<file path="src/rtl/uart_rx_pkg.sv">
package uart_rx_pkg;
  localparam int RX_DW = 8;

  typedef enum logic [2:0] {
    RX_IDLE,
    RX_START,
    RX_DATA,
    RX_PAR,
    RX_STOP
  } rx_state_e;

  typedef struct packed {
    logic [RX_DW-1:0] data;
    logic             perr;
    logic             ferr;
  } rx_frame_t;
endpackage

</file>
<file path="src/rtl/uart_rx_sync.sv">
module uart_rx_sync #(
  parameter int STAGES = 2
) (
  input  logic clk,
  input  logic rst,
  input  logic d_in,
  output logic d_out
);
  logic [STAGES-1:0] chain;

  always_ff @(posedge clk) begin
    if (rst) chain <= '1;
    else     chain <= {chain[STAGES-2:0], d_in};
  end

  assign d_out = chain[STAGES-1];
endmodule

</file>
<file path="src/rtl/uart_rx_frame.sv">
module uart_rx_frame
  import uart_rx_pkg::*;
#(
  parameter int OSR = 16
) (
  input  logic      clk,
  input  logic      rst,
  input  logic      os_tick,
  input  logic      rx_s,
  input  logic      cfg_seven,
  input  logic      cfg_par_en,
  input  logic      cfg_par_odd,
  output logic      fr_done,
  output rx_frame_t fr
);
  localparam int CW   = $clog2(OSR);
  localparam int HALF = OSR / 2;
  localparam int BW   = $clog2(RX_DW);

  rx_state_e        st;
  logic [CW-1:0]    cnt;
  logic [BW-1:0]    bidx;
  logic [RX_DW-1:0] sh;
  logic             pacc;
  logic             rx_prev;
  logic             bit_end, half_end, last_bit;

  always_comb begin
    bit_end  = os_tick && (cnt == CW'(OSR - 1));
    half_end = os_tick && (cnt == CW'(HALF - 1));
    last_bit = (bidx == (cfg_seven ? BW'(RX_DW - 2) : BW'(RX_DW - 1)));
  end

  always_ff @(posedge clk) begin
    if (rst) begin
      st      <= RX_IDLE;
      cnt     <= '0;
      bidx    <= '0;
      sh      <= '0;
      pacc    <= 1'b0;
      rx_prev <= 1'b1;
      fr_done <= 1'b0;
      fr      <= '0;
    end else begin
      fr_done <= 1'b0;
      rx_prev <= rx_s;
      case (st)
        RX_IDLE: begin
          if (rx_prev && !rx_s) begin
            st  <= RX_START;
            cnt <= '0;
          end
        end
        RX_START: begin
          if (half_end) begin
            cnt  <= '0;
            bidx <= '0;
            pacc <= 1'b0;
            st   <= rx_s ? RX_IDLE : RX_DATA;
          end else if (os_tick) begin
            cnt <= cnt + 1'b1;
          end
        end
        RX_DATA: begin
          if (bit_end) begin
            cnt  <= '0;
            sh   <= {rx_s, sh[RX_DW-1:1]};
            pacc <= pacc ^ rx_s;
            bidx <= bidx + 1'b1;
            if (last_bit) st <= cfg_par_en ? RX_PAR : RX_STOP;
          end else if (os_tick) begin
            cnt <= cnt + 1'b1;
          end
        end
        RX_PAR: begin
          if (bit_end) begin
            cnt  <= '0;
            pacc <= pacc ^ rx_s;
            st   <= RX_STOP;
          end else if (os_tick) begin
            cnt <= cnt + 1'b1;
          end
        end
        RX_STOP: begin
          if (bit_end) begin
            cnt     <= '0;
            fr_done <= 1'b1;
            fr.data <= cfg_seven ? {1'b0, sh[RX_DW-1:1]} : sh;
            fr.perr <= cfg_par_en & (pacc ^ cfg_par_odd);
            fr.ferr <= ~rx_s;
            st      <= RX_IDLE;
          end else if (os_tick) begin
            cnt <= cnt + 1'b1;
          end
        end
        default: st <= RX_IDLE;
      endcase
    end
  end
endmodule

</file>
<file path="src/rtl/uart_rx_regs.sv">
module uart_rx_regs
  import uart_rx_pkg::*;
(
  input  logic             clk,
  input  logic             rst,
  input  logic             fr_done,
  input  rx_frame_t        fr,
  input  logic             stat_rd,
  input  logic             buf_rd,
  output logic [RX_DW-1:0] rx_data,
  output logic             flag_perr,
  output logic             flag_ferr,
  output logic             flag_oerr,
  output logic             buf_full,
  output logic             rx_irq
);
  logic armed;
  logic any_flag;

  assign any_flag = flag_perr | flag_ferr | flag_oerr;

  always_ff @(posedge clk) begin
    if (rst) begin
      rx_data   <= '0;
      flag_perr <= 1'b0;
      flag_ferr <= 1'b0;
      flag_oerr <= 1'b0;
      buf_full  <= 1'b0;
      rx_irq    <= 1'b0;
      armed     <= 1'b0;
    end else begin
      rx_irq <= fr_done;
      if (buf_rd && armed) begin
        flag_perr <= 1'b0;
        flag_ferr <= 1'b0;
        flag_oerr <= 1'b0;
        armed     <= 1'b0;
      end
      if (stat_rd && any_flag) armed <= 1'b1;
      if (fr_done) begin
        if (buf_full) begin
          flag_oerr <= 1'b1;
        end else begin
          rx_data  <= fr.data;
          buf_full <= 1'b1;
          if (fr.perr) flag_perr <= 1'b1;
          if (fr.ferr) flag_ferr <= 1'b1;
        end
      end else if (buf_rd) begin
        buf_full <= 1'b0;
      end
    end
  end
endmodule

</file>
<file path="src/rtl/uart_rx_err.sv">
module uart_rx_err
  import uart_rx_pkg::*;
#(
  parameter int OSR         = 16,
  parameter int SYNC_STAGES = 2
) (
  input  logic             clk,
  input  logic             rst,
  input  logic             os_tick,
  input  logic             rxd,
  input  logic             cfg_seven,
  input  logic             cfg_par_en,
  input  logic             cfg_par_odd,
  input  logic             stat_rd,
  input  logic             buf_rd,
  output logic [RX_DW-1:0] rx_data,
  output logic             flag_perr,
  output logic             flag_ferr,
  output logic             flag_oerr,
  output logic             buf_full,
  output logic             rx_irq
);
  logic      rx_s;
  logic      fr_done;
  rx_frame_t fr;

  uart_rx_sync #(.STAGES(SYNC_STAGES)) u_sync (
    .clk(clk), .rst(rst), .d_in(rxd), .d_out(rx_s)
  );

  uart_rx_frame #(.OSR(OSR)) u_frame (
    .clk(clk), .rst(rst), .os_tick(os_tick), .rx_s(rx_s),
    .cfg_seven(cfg_seven), .cfg_par_en(cfg_par_en), .cfg_par_odd(cfg_par_odd),
    .fr_done(fr_done), .fr(fr)
  );

  uart_rx_regs u_regs (
    .clk(clk), .rst(rst), .fr_done(fr_done), .fr(fr),
    .stat_rd(stat_rd), .buf_rd(buf_rd),
    .rx_data(rx_data), .flag_perr(flag_perr), .flag_ferr(flag_ferr),
    .flag_oerr(flag_oerr), .buf_full(buf_full), .rx_irq(rx_irq)
  );
endmodule

</file>
<file path="config.mk">
export PLATFORM = sky130hd
export DESIGN_NAME = uart_rx_err
export DESIGN_NICKNAME = d
export VERILOG_FILES = /design/src/rtl/uart_rx_pkg.sv /design/src/rtl/uart_rx_sync.sv /design/src/rtl/uart_rx_frame.sv /design/src/rtl/uart_rx_regs.sv /design/src/rtl/uart_rx_err.sv
export SDC_FILE = /design/constraint.sdc
export NUM_CORES = 1
export LEC_CHECK = 0
export CAP_MARGIN = 20
export CELL_PAD_IN_SITES_DETAIL_PLACEMENT = 0
export CELL_PAD_IN_SITES_GLOBAL_PLACEMENT = 1
export CORE_UTILIZATION = 42
export DETAILED_ROUTE_END_ITERATION = 10
export GPL_TIMING_DRIVEN = 0
export PLACE_DENSITY = 0.82
export SYNTH_ARGS = -nofsm -noshare
export SYNTH_HDL_FRONTEND = slang
export SYNTH_SLANG_ARGS = --single-unit
</file>
<file path="constraint.sdc">
create_clock -name clk -period 2.1 [get_ports clk]
set_clock_uncertainty 0.05 [all_clocks]
set_input_delay 0.42 -clock clk [delete_from_list [all_inputs] [get_ports clk]]
set_output_delay 0.42 -clock clk [all_outputs]
set_load 0.03 [all_outputs]
</file>
After elaboration in Yosys (flattened, before gate mapping). Index checks and enable logic that the tools add are counted. Widths: inputs -> output; s select.

Bits of input ports: 9. Bits in registers: 47. Word-level logic and storage cells: 102.

Muxes and demuxes: 38. Bitwise logic cells: 8. Equality and inequality tests: 14. Add/sub/neg operators: 2. Reduce and logical (&&, ||, !) cells: 22.

Operators by type and width (number): $mux 3 (9); $mux 1 (19); $mux 4 (4); $pmux 3 s5 (1); $ne 2x1->1 const B (7); $pmux 4 s3 (1); $mux 8 (1); $reduce_and 2->1 (4); $reduce_bool 2->1 (4); $eq 3x2->1 const B (2); $pmux 3 s2 (1); $reduce_and 3->1 (2); $reduce_and 6->1 (1); $logic_and 1x1->1 (5); $add 4x1->4 const B (1); $eq 4x3->1 const B (1); $eq 4x4->1 const B (1); $reduce_or 2->1 (2); $add 3x1->3 const B (1); $eq 3x1->1 const B (1); $eq 3x3->1 (1); $eq 3x3->1 const B (1); $logic_not 3->1 (1); $not 1->1 (3); other kinds (8) (10).

Depth between registers and ports, before layout. Gate-level depths: netlist of the first run.

Depth after elaboration: 5. Depth in mapped cells: 6.

Hierarchy. A second synthesis of the first run with hierarchy kept.

Cell total of the unflattened synthesis: 240. Area total of the unflattened synthesis: 2098.3 µm².

Modules (own cells, without submodules): uart_rx_frame (area an instance 1556.5 µm², sequential area each 620.6 µm², instances 1, cells an instance 179); uart_rx_regs (area an instance 489.2 µm², sequential area each 280.3 µm², instances 1, cells an instance 57); uart_rx_sync (area an instance 52.6 µm², sequential area each 40.0 µm², instances 1, cells an instance 4).

Least setup slack after synthesis of the first run. OpenSTA, ideal clock, no wires.

Path type: register -> register. Start point: register u_frame.st[0]. End point: register u_frame.st[0]. Arrival time: 1452 ps. Slack: 532 ps. Setup time: 66 ps. Buffers on the path: 1. Required time: 1984 ps. Period minus slack after synthesis: 1568 ps. Stages on the path, launching flop included: 6. Path through: dfxtp_1 buf_6 or3b_1 a21o_1 a2111o_1 a21oi_2.

Word-level cells in the longest chain between the ends: 3.

Ends and longest elaborated chain: from (decl) (line uart_rx_frame.sv:20) `rx_state_e st;`; from (signal assigned) (line uart_rx_frame.sv:59) `st <= rx_s ? RX_IDLE : RX_DATA;`; from (signal assigned) (line uart_rx_frame.sv:70) `if (last_bit) st <= cfg_par_en ? RX_PAR : RX_STOP;`; $eq 3x3->1 (tied with other cells) (line uart_rx_frame.sv:47) `case (st)`; $ne 2x1->1 (no line); $reduce_and 6->1 (no line).

Several ways; a longest one is shown, not always the timed one. A chain may end at the register's enable or synchronous reset.

Worst setup path after layout of the first run.
Start point: register u_frame.st[0]. End point: register u_frame.st[1].

The elaborated chain is that of the path after synthesis.

==> impl_results.md, run 1 <==
- Initial antenna violation count: 0
- Core area: ~4500 µm²
- Post-Synth Simple-Gate Area: 19.16%
- Pleak: about 0.84 nW
- Fmax: 526.1 MHz
- Syn Inst Count: approximately 220
- Via/cell ratio: 5.196
- Fill cells: roughly 460
- P_int: 1.162 mW
- I/O pin total: 22
- Via count: 1564
- Vias in the first global route: 1417
- Layout cells sized above 1: around a tenth
- Net switching power: between 300 and 400 µW
- Post-Synth Adder-Cell Area: 1.229%
- N_diodes: 0
- Post-Route WL: 3796 µm
- Finished Layout Cells: 301
- Reg clk slew, reported paths: 0.08 ns
- Power Total: 1.497 mW
- Yosys warns: 0
- Multi-input logic area: approximately 980 µm²
- EDFF count, synth: 0
- Status: completed
- Max_cap viols: 0
- Die Area: 5132 µm²
- DIE HEIGHT: 71.64 µm
- Residual DRC: 0
- Clock root buffer: clkbuf_8
- CP Capture Type: register
- Critical path class: register to register
- Total GRT Usage: between 15 and 20%
- Net Sw Frac: 22.34%
- Worst EP required: 2.24 ns
- Clock Tree Buf Depth: 2
- Final GP Congestion: 0.7358
- Cts bufs inserted: 5
- Synth top area cells: dfxtp_1, mux2i_1, nor2_1, nand2_1, a21oi_1
- Area grow syn2layout: 16.71%
- Hold Vio Cnt, Final: 0
- Power Dens Cells: 629.6 nW/µm²
- Post-Syn Nets: approximately 230
- First-pass GRT wire length: 6479 µm
- Placed cell area: 2292 µm²
- Post-route cell area: 2377 µm²
- Buffers on Ports: 19
- Peak supply drop: 380.7 µV
- CTS tree: done
- Worst-Skew Late Latency: 0.29 ns
- XOR/XNOR Fraction of Synth Area: between 3 and 4%
- Final nets: 259
- Hpwl dp: around 2800 µm
- Seq cells post-synth: 47
- Startpoint types: register
- Worst hold path class: register to register
- Syn avg cell area: around 9 µm²
- Clk pwr share: about a third
- Final Cycle Share: roughly nine tenths
- Post-synth cell types: 46
- Placed cells: 293
- Post-synth top area share: 46.19%
- Starting density of the core: 45.22%
- Critical Path Fanout Max: 6
- DRT iter0 DRCs: 70
- Ys flop type: dfxtp_1
- Row count: 24
- FFs w/ async S/R, synth: 0%
- Netlist Area Pre-Place: 2037 µm²
- Sequential cell area: 940.9 µm²
- Final Max Tran Viols: 0
- Post-CTS Setup Inserts: 0
- Largest family of logic cells by synthesized area: simple AND/OR/NAND/NOR gates
- Final Critical Period: 1.901 ns
- Synth Area in Compound Gates: 15.36%
- Share of the core filled with cells: between 50% and 60%
- Clock net sink count: 47
- First-pass iteration count of the detailed router: 4
- Worst slew pin tran: between 0.6 and 0.7 ns
- # hold bufs at CTS: 0
- Setup violators final: 0
- Register share of total power: between 50% and 60%
- Area leader, netlist: dfxtp_1
- Logic pwr share: 5.2%
- Critical Path AT: 2.04 ns
- RSZ-0062 raised after global routing: no
- DRT antenna net count: 0
- Largest net degree at the start of global routing: 15
- Clock H-tree levels: 2
- Slew HR: 55.84%
- Share of the yosys chip area belonging to registers: 46.19%
- Overflow after GRT: 0
- Die width: 71.64 µm
- Avg WL per Cell: 12.61 µm
- Setup TNS Final: 0 ns
- Mux cell area share after synthesis: under 10%
- Cells resized by post-CTS repair: 0
[routing by layer]
layer  track usage (%)  wire (µm)  vias up
li1                  -          -      827
met1             20.62       1884      695
met2             25.79       1720       35
met3             3.797        132        7
met4             5.882         59        0
met5                 0          0        -
[worst max-delay path: stages, from the launching register on]
cell and delay (ns):
dfxtp_1 0.33, o21ai_0 0.54, a21boi_0 0.53, nand2_1 0.11, a32o_1 0.23
[cell type report]
| type | count | area share, % |
|---|---|---|
| clock buffer | 6 | 3.053 |
| multi-input combinational | 155 | 41.21 |
| tap | 52 | 2.737 |
| sequential | 47 | 39.58 |
| timing repair buffer | 19 | 8.000 |
| buffer | 15 | 4.105 |
| clock inverter | 2 | 0.5263 |
| inverter | 5 | 0.7895 |
[cells by family after synthesis]
group                      after synthesis
and+or+nand+nor                         82
DFF                                     47
AOI/OAI and AO/OA                       45
buffers and inverters                   20
muxes                                   19
xor gates and xnor gates                 7
adders and majority gates                2
[per-stage QoR]
stage	worst slack, ns	hold WS [ns]
2_1_floorplan	0.5320	0.3395
3_3_place_gp	0.2507	0.3439
3_5_place_dp	0.2725	0.3438
4_1_cts	0.2391	0.3666
5_1_grt	0.1456	0.3878
6_report	0.1992	0.3651
[registers in the layout, summed over array words and instances, names as in the netlist, 2 cells and up]
register / flops
u_frame.sh: 8
u_frame.cnt: 4
u_sync.chain: 2
u_frame.st: 3
u_regs.rx_data: 8
u_frame.bidx: 3
u_frame.fr: 10
[placed cells by master, fill, tap and decap left out, types with 2 or more instances in the layout]
| master | count |
|---|---|
| a22oi_1 | 3 |
| buf_4 | 3 |
| clkbuf_1 | 6 |
| buf_2 | 4 |
| a21oi_1 | 14 |
| nand2b_1 | 3 |
| nor2b_1 | 4 |
| dfxtp_1 | 47 |
| clkbuf_8 | 6 |
| or2_2 | 4 |
| inv_1 | 5 |
| o2111ai_1 | 2 |
| ha_1 | 2 |
| nor2_1 | 31 |
| nor3_1 | 2 |
| clkdlybuf4s50_1 | 19 |
| xor2_1 | 4 |
| a211oi_1 | 8 |
| mux2i_1 | 19 |
| and4_1 | 2 |
| nand3_1 | 5 |
| o211ai_1 | 3 |
| buf_6 | 2 |
| o21ai_0 | 4 |
| nand2_1 | 21 |
| xnor2_1 | 3 |
[worst paths after layout]
kind	start	depth (start not counted)	slack [ns]	to
worst max-delay path	u_frame.st[0]	4	0.20	u_frame.st[1]
worst min-delay path	u_sync.chain[0]	1	0.37	u_sync.chain[1]
worst max register to register	u_frame.st[0]	4	0.20	u_frame.st[1]
worst min register to register	u_sync.chain[0]	1	0.37	u_sync.chain[1]
[Yosys cell counts, types with 2 or more instances]
library cell	instances
ha_1	2
o21ai_0	4
a22oi_1	3
nand3_1	5
buf_6	2
clkbuf_1	5
nor3_1	2
inv_1	5
nor2_1	31
or2_2	4
nand2_1	21
buf_2	4
mux2i_1	19
nor2b_1	4
o2111ai_1	2
nand2b_1	3
o211ai_1	3
dfxtp_1	47
a21oi_1	14
and4_1	2
a211oi_1	8
xor2_1	4
buf_4	3
xnor2_1	3
[power by group through the flow]
stage                     combinational (mW)  sequential [mW]  clock, mW
after floorplan                       0.0522            0.917          0
after global placement                0.0778            0.918          0
after detailed placement              0.0781            0.918          0
after CTS                             0.0787            0.897      0.540
after global routing                  0.0851            0.898      0.574
final                                 0.0781            0.897      0.522
(Power assumes the default switching activity.)
==> run 2: changes to the inputs <==
Settings changed: CAP_MARGIN 20 to default.
==> results of run 2 <==
No change in the layout: final DEF, timing and power equal those of run 1.
